**src/rtl/rrr_pkg.sv**
```systemverilog
package rrr_pkg;
  localparam int NUM_PTRS    = 4;
  localparam int ENTRY_WORDS = 4;

  typedef enum logic [1:0] {
    PTR_START = 2'd0,
    PTR_END   = 2'd1,
    PTR_RD    = 2'd2,
    PTR_WR    = 2'd3
  } ptr_sel_e;

  typedef enum logic [1:0] {
    ST_IDLE  = 2'd0,
    ST_FETCH = 2'd1,
    ST_ADV   = 2'd2
  } fetch_st_e;
endpackage

```
**src/rtl/rrr_ptr_bank.sv**
```systemverilog
module rrr_ptr_bank import rrr_pkg::*; #(
  parameter int WORD_W = 16
) (
  input  logic                                 clk,
  input  logic                                 rst_n,
  input  logic                                 wr_en,
  input  logic [1:0]                           wr_sel,
  input  logic [WORD_W-1:0]                    wr_data,
  input  logic                                 lock,
  input  logic                                 adv_en,
  input  logic [WORD_W-1:0]                    adv_ptr,
  output logic [NUM_PTRS-1:0][WORD_W-1:0]      ptrs
);
  logic [WORD_W-1:0] wr_even;
  assign wr_even = {wr_data[WORD_W-1:1], 1'b0};

  for (genvar i = 0; i < NUM_PTRS; i++) begin : g_ptr
    if (i == int'(PTR_RD)) begin : g_rd
      always_ff @(posedge clk or negedge rst_n) begin
        if (!rst_n)                                 ptrs[i] <= '0;
        else if (adv_en)                            ptrs[i] <= adv_ptr;
        else if (wr_en && !lock && wr_sel == 2'(i)) ptrs[i] <= wr_even;
      end
    end else begin : g_plain
      always_ff @(posedge clk or negedge rst_n) begin
        if (!rst_n)                                 ptrs[i] <= '0;
        else if (wr_en && !lock && wr_sel == 2'(i)) ptrs[i] <= wr_even;
      end
    end
  end
endmodule

```
**src/rtl/rrr_fetch_seq.sv**
```systemverilog
module rrr_fetch_seq import rrr_pkg::*; #(
  parameter int WORD_W = 16
) (
  input  logic                                   clk,
  input  logic                                   rst_n,
  input  logic                                   go,
  input  logic                                   wide,
  input  logic [WORD_W-1:0]                      upper,
  input  logic [WORD_W-1:0]                      rd_ptr,
  input  logic                                   mem_ack,
  input  logic [WORD_W-1:0]                      mem_rdata,
  output logic                                   mem_req,
  output logic [2*WORD_W-1:0]                    mem_addr,
  output logic                                   busy,
  output logic                                   adv_evt,
  output logic [ENTRY_WORDS-1:0][WORD_W-1:0]     words
);
  localparam int IDX_W = $clog2(ENTRY_WORDS);

  fetch_st_e        state;
  logic [IDX_W-1:0] idx;
  logic             last_word;

  function automatic logic [WORD_W-1:0] slot_offset(input logic [IDX_W-1:0] i,
                                                    input logic w);
    logic [WORD_W-1:0] o;
    o = WORD_W'(i);
    return w ? (o << 2) : (o << 1);
  endfunction

  assign mem_req   = (state == ST_FETCH);
  assign mem_addr  = {upper, rd_ptr + slot_offset(idx, wide)};
  assign busy      = (state != ST_IDLE);
  assign adv_evt   = (state == ST_ADV);
  assign last_word = (idx == IDX_W'(ENTRY_WORDS - 1));

  always_ff @(posedge clk or negedge rst_n) begin
    if (!rst_n) begin
      state <= ST_IDLE;
      idx   <= '0;
    end else begin
      case (state)
        ST_IDLE: if (go) begin
          state <= ST_FETCH;
          idx   <= '0;
        end
        ST_FETCH: if (mem_ack) begin
          if (last_word) state <= ST_ADV;
          else           idx   <= idx + 1'b1;
        end
        default: state <= ST_IDLE;
      endcase
    end
  end

  for (genvar w = 0; w < ENTRY_WORDS; w++) begin : g_word
    always_ff @(posedge clk or negedge rst_n) begin
      if (!rst_n)                                          words[w] <= '0;
      else if (mem_req && mem_ack && idx == IDX_W'(w))     words[w] <= mem_rdata;
    end
  end
endmodule

```
**src/rtl/rrr_exh_flag.sv**
```systemverilog
module rrr_exh_flag (
  input  logic clk,
  input  logic rst_n,
  input  logic set_evt,
  input  logic clr_req,
  output logic flag
);
  always_ff @(posedge clk or negedge rst_n) begin
    if (!rst_n)       flag <= 1'b0;
    else if (set_evt) flag <= 1'b1;
    else if (clr_req) flag <= 1'b0;
  end
endmodule

```
**src/rtl/rx_ring_reader.sv**
```systemverilog
module rx_ring_reader import rrr_pkg::*; #(
  parameter int WORD_W = 16
) (
  input  logic                clk,
  input  logic                rst_n,
  input  logic                wide_mode,
  input  logic [WORD_W-1:0]   upper_base,
  input  logic                ptr_wr_en,
  input  logic [1:0]          ptr_wr_sel,
  input  logic [WORD_W-1:0]   ptr_wr_data,
  input  logic                fetch_cmd,
  input  logic                stat_clr,
  output logic                mem_req,
  output logic [2*WORD_W-1:0] mem_addr,
  input  logic                mem_ack,
  input  logic [WORD_W-1:0]   mem_rdata,
  output logic [2*WORD_W-1:0] res_base,
  output logic [2*WORD_W-1:0] res_count,
  output logic [WORD_W-1:0]   rd_ptr,
  output logic                exhausted,
  output logic                busy
);
  logic [NUM_PTRS-1:0][WORD_W-1:0]    ptrs;
  logic [ENTRY_WORDS-1:0][WORD_W-1:0] words;
  logic [WORD_W-1:0] start_ptr, end_ptr, wr_ptr, next_rd;
  logic go, adv_evt, exh_hit, retrigger;

  function automatic logic [WORD_W-1:0] advance_ptr(input logic [WORD_W-1:0] cur,
                                                    input logic w,
                                                    input logic [WORD_W-1:0] s,
                                                    input logic [WORD_W-1:0] e);
    logic [WORD_W-1:0] n;
    n = cur + (w ? WORD_W'(16) : WORD_W'(8));
    return (n == e) ? s : n;
  endfunction

  assign start_ptr = ptrs[PTR_START];
  assign end_ptr   = ptrs[PTR_END];
  assign wr_ptr    = ptrs[PTR_WR];
  assign rd_ptr    = ptrs[PTR_RD];

  assign next_rd   = advance_ptr(rd_ptr, wide_mode, start_ptr, end_ptr);
  assign exh_hit   = adv_evt && (next_rd == wr_ptr);
  assign retrigger = stat_clr && exhausted;
  assign go        = !busy && (fetch_cmd || retrigger);

  assign res_base  = {words[1], words[0]};
  assign res_count = {words[3], words[2]};

  rrr_ptr_bank #(.WORD_W(WORD_W)) u_ptrs (
    .clk(clk), .rst_n(rst_n),
    .wr_en(ptr_wr_en), .wr_sel(ptr_wr_sel), .wr_data(ptr_wr_data),
    .lock(busy), .adv_en(adv_evt), .adv_ptr(next_rd), .ptrs(ptrs)
  );

  rrr_fetch_seq #(.WORD_W(WORD_W)) u_seq (
    .clk(clk), .rst_n(rst_n), .go(go), .wide(wide_mode),
    .upper(upper_base), .rd_ptr(rd_ptr),
    .mem_ack(mem_ack), .mem_rdata(mem_rdata),
    .mem_req(mem_req), .mem_addr(mem_addr),
    .busy(busy), .adv_evt(adv_evt), .words(words)
  );

  rrr_exh_flag u_exh (
    .clk(clk), .rst_n(rst_n), .set_evt(exh_hit),
    .clr_req(retrigger), .flag(exhausted)
  );
endmodule

```
**config.mk**
```make
export PLATFORM = sky130hd
export DESIGN_NAME = rx_ring_reader
export DESIGN_NICKNAME = d
export VERILOG_FILES = /design/src/rtl/rrr_pkg.sv /design/src/rtl/rrr_ptr_bank.sv /design/src/rtl/rrr_fetch_seq.sv /design/src/rtl/rrr_exh_flag.sv /design/src/rtl/rx_ring_reader.sv
export SDC_FILE = /design/constraint.sdc
export NUM_CORES = 1
export LEC_CHECK = 0
export BUFFER_PORTS_ARGS = -buffer_cell sky130_fd_sc_hd__buf_2
export CAP_MARGIN = 20
export CORE_UTILIZATION = 55
export CTS_BUF_LIST = sky130_fd_sc_hd__clkbuf_8
export CTS_CLUSTER_DIAMETER = 150
export DETAILED_ROUTE_END_ITERATION = 7
export HOLD_SLACK_MARGIN = 0.1
export PLACE_DENSITY = 0.93
export SYNTH_ARGS = -nofsm -noshare
export SYNTH_HDL_FRONTEND = slang
export SYNTH_HIERARCHICAL = 1
export SYNTH_SLANG_ARGS = --single-unit
```
**constraint.sdc**
```tcl
create_clock -name clk -period 4.9 [get_ports clk]
set_clock_uncertainty 0.2 [all_clocks]
set_input_delay 0.49 -clock clk [delete_from_list [all_inputs] [get_ports clk]]
set_output_delay 0.49 -clock clk [all_outputs]
set_load 0.01 [all_outputs]
```
==> impl_metrics.toml <==
[drt]
drt_iter0_markers = 255
dr.pass1.iters = 6
top_layer_used = "met4"
met1_length_um = 6830
routed_wl_um = 16900
dr_wl_met3_um = 1270
vias = 4870
drc_errors = 0
wl_met2_um = 8280
post_drt_via_cell_ratio = 5.55
wl_per_cell_um = 19.2
ant_nets = 0

[power_and_ir_drop]
power.density_nw_per_um2 = 656
p_leak_nw = 3.97
max-vdd-ir-drop_uv = 429

[floorplanning]
die-area_um2 = 13000
die_h_um = 114
die_w_um = 114
io_pins = 172
start_util_pct = 56.8
coreArea_um2 = 12100
rows = 40

[final_layout]
num-nets-final = 765
antenna_cells = 0
drive_gt1_share_pct = 46.9
area_delta_synth_final_pct = 18.6
stdcell_area_um2 = 8170

[clocking]
cts_setup_buffers = 0
clk_path_buf_depth = 2
clk_pin_slew_ns = 0.07
clk-insertion-delay-late_ns = 0.44
cts-root-buf = "clkbuf_8"
cts_made_buffers = 17
cts_tree = "yes"
cts.sinks = 130
htree_levels = 4

[timing]
period_needed_ns = 4.39
maxSlewHeadroom_pct = 36.6
rsz0062_at_grt = "false"
fin_ws_ns = 0.512
hold_slack_ns = 0.121
max_freq_mhz = 228
slew_violations = 0
finalCritPeriodShare_pct = 89.6
tns_ns = 0
worstMarginPinSlew_ns = 0.950
hold_violations = 0
setup_violations = 0

[worst_setup_path]
path_buf_inv = 3
cp.depth = 15
r2r_cells = 15
max_stage_delay_ns = 0.53
path_max_fanout = 6
cp-startpoint = "u_ptrs/ptrs[35]"
cp-start-kind = "flop"
cpMostUsedCell = "buf_4"
arrival_ns = 4.57
worstReg2RegStart = "u_ptrs/ptrs[35]"
r2r_setup_slack_ns = 0.51
crit_path_cell_trace = "ha_1 -> inv_1 -> fa_1 -> nand2b_1 -> nor4_4 -> o32ai_1 -> nor4b_1 -> and3_1 -> buf_4 -> buf_4 -> mux2i_1 -> xor2_1 -> or4_1 -> nor4_2 -> a21o_1"
r2r-end = "u_exh/flag"
crit_family = "simple AND/OR/NAND/NOR gates"
end_kind = "flop"
slowest_stage = "or4_1"
critPathRequiredTime_ns = 5.08
worstSetupPathType = "flop to flop"

[synthesis]
yosys_most_used_dff = "dfrtp_1"
synth_top_area_cell = "dfrtp_1"
synth.area.top_cells = "dfrtp_1 47%, mux2_2 17%, mux2_4 7.4%"
synth-seq-cells = 130
ys_types = 64
synth_area_um2 = 6890
synth_edf_count = 0
syn_avg_cell_area_um2 = 12.6
yosys_warnings = 6
synth_top_area_share_pct = 47.2
synthArstFlopShare_pct = 100
seq_area_frac_synth_pct = 47.2
syn_inst = 546

[placed_design]
port-buffer-count = 138
gp_congestion = 0.904
dpl_cell_area_um2 = 7570
post-place-ws_ns = 0.230
hpwl_um = 11200

[min_path]
hp-class = "input port to flop"
hold_depth = 2
min_from = "ptr_wr_data[5]"
hold_end = "u_ptrs/ptrs[53]"

[global_routing]
grt_max_degree = 49
grt.overflow.total = 0
grt_first_pass_wirelength_um = 26900
antenna_found_initial = 0
grt_pass1_vias = 5150
grt_use_total_pct = 27.5

[run]
drv_cap = 0

[status]
status = "finished, final reports clean"
-- through the flow --
step / std cells / total power [W] / util, %
after global routing: 878 / 0.00567 / 67.4
final: 878 / 0.00536 / 67.4
after floorplan: 548 / 0.00359 / -
after CTS: 878 / 0.00533 / 67.4
after detailed placement: 826 / 0.00439 / 62.5
after global placement: 826 / 0.00425 / 62.5
-- sequential cells by signal (all words and copies together), names as in the netlist --
signal and flops:
u_exh/flag 1, u_ptrs/ptrs 61, u_seq/idx 2, u_seq/state 2, u_seq/words 64
-- logic make-up (layout without fill, tap and decap cells) --
group	Yosys count	after routing	share of synthesized area, %
buffers and inverters	53	215	5.03
multiplexers	139	139	24.6
adder cells (fa/ha/maj)	11	11	2.22
AO/OA/AOI/OAI	24	24	2.84
flip-flops	130	130	47.2
AND/OR/NAND/NOR	128	128	10.4
other	1	3	0.0545
XOR/XNOR	60	60	7.63
-- synth_stat cells, types with 2 or more instances --
| cell | n |
|---|---|
| or2_2 | 3 |
| xor2_1 | 28 |
| a21oi_1 | 4 |
| nor3_1 | 4 |
| buf_2 | 5 |
| nor3b_4 | 2 |
| dfrtp_1 | 130 |
| and2_1 | 5 |
| nand4_1 | 6 |
| buf_4 | 21 |
| and3_1 | 3 |
| o21ai_0 | 2 |
| nand2_1 | 62 |
| nor2_1 | 11 |
| mux2_4 | 34 |
| inv_1 | 16 |
| a221oi_1 | 2 |
| nand2_4 | 3 |
| ha_1 | 9 |
| nand3_2 | 2 |
| nand2b_1 | 4 |
| mux2_2 | 103 |
| nand3_1 | 6 |
| a22o_1 | 3 |
| xnor2_1 | 32 |
| buf_6 | 7 |
| fa_1 | 2 |
-- report_power, final --
| part | internal [W] | total, W | switching (W) | leakage [nW] |
|---|---|---|---|---|
| Sequential | 0.00160 | 0.00210 | 0.000507 | 1.58 |
| Combinational | 0.00124 | 0.00234 | 0.00110 | 2.18 |
| Clock | 0.000499 | 0.000917 | 0.000418 | 0.212 |
| Total | 0.00334 | 0.00536 | 0.00202 | 3.97 |
-- metal layers --
| layer | up-vias | GRT usage [%] |
|---|---|---|
| li1 | 2161 | - |
| met1 | 2427 | 32.4 |
| met2 | 235 | 46.1 |
| met3 | 47 | 8.34 |
| met4 | 0 | 13.3 |
| met5 | - | 0 |
-- worst max-delay path by stage --
stage,end
floorplan,u_exh/flag
finish,u_exh/flag
global route,u_exh/flag
CTS,u_exh/flag
detailed placement,u_exh/flag
global placement,u_exh/flag
-- what timing repair did --
item / CTS / global route
hold endpoints to repair: 62 / 0
hold buffers: 20 / 0
resized for setup: 0 / 0
setup endpoints to repair: 0 / 0
-- cells in the final DEF, fill, tap and decap left out, drive strengths merged, types with 2 or more instances in the layout --
| cell type | synthesis | layout |
|---|---|---|
| nand3 | 8 | 8 |
| and2 | 6 | 6 |
| nor2 | 11 | 11 |
| clkbuf | 2 | 21 |
| o21ai | 2 | 2 |
| bufinv | 0 | 2 |
| nand4 | 7 | 7 |
| nand2 | 65 | 65 |
| nor3 | 4 | 4 |
| a221oi | 2 | 2 |
| dlygate4sd3 | 0 | 20 |
| buf | 33 | 145 |
| nor4b | 2 | 2 |
| a22o | 4 | 4 |
| xor2 | 28 | 28 |
| inv | 17 | 18 |
| dfrtp | 130 | 130 |
| a31oi | 2 | 2 |
| or2 | 3 | 3 |
| fa | 2 | 2 |
| or4 | 2 | 2 |
| nor3b | 2 | 2 |
| clkinv | 1 | 8 |
| xnor2 | 32 | 32 |
| conb | 1 | 3 |
| and3 | 3 | 3 |
| ha | 9 | 9 |
| nor4 | 3 | 3 |
| nor2b | 2 | 2 |
| mux2 | 138 | 138 |
| nand2b | 4 | 4 |
| a21oi | 4 | 4 |
-- cell type report --
class | count | area, um^2
multi-input combinational | 365 | 3290
sequential | 130 | 3250
clock inverter | 11 | 110
inverter | 18 | 67.6
fill | 824 | 3940
tap | 168 | 210
clock buffer | 21 | 289
timing repair buffer | 165 | 946
No activity file was read; power rests on OpenSTA's default activity.
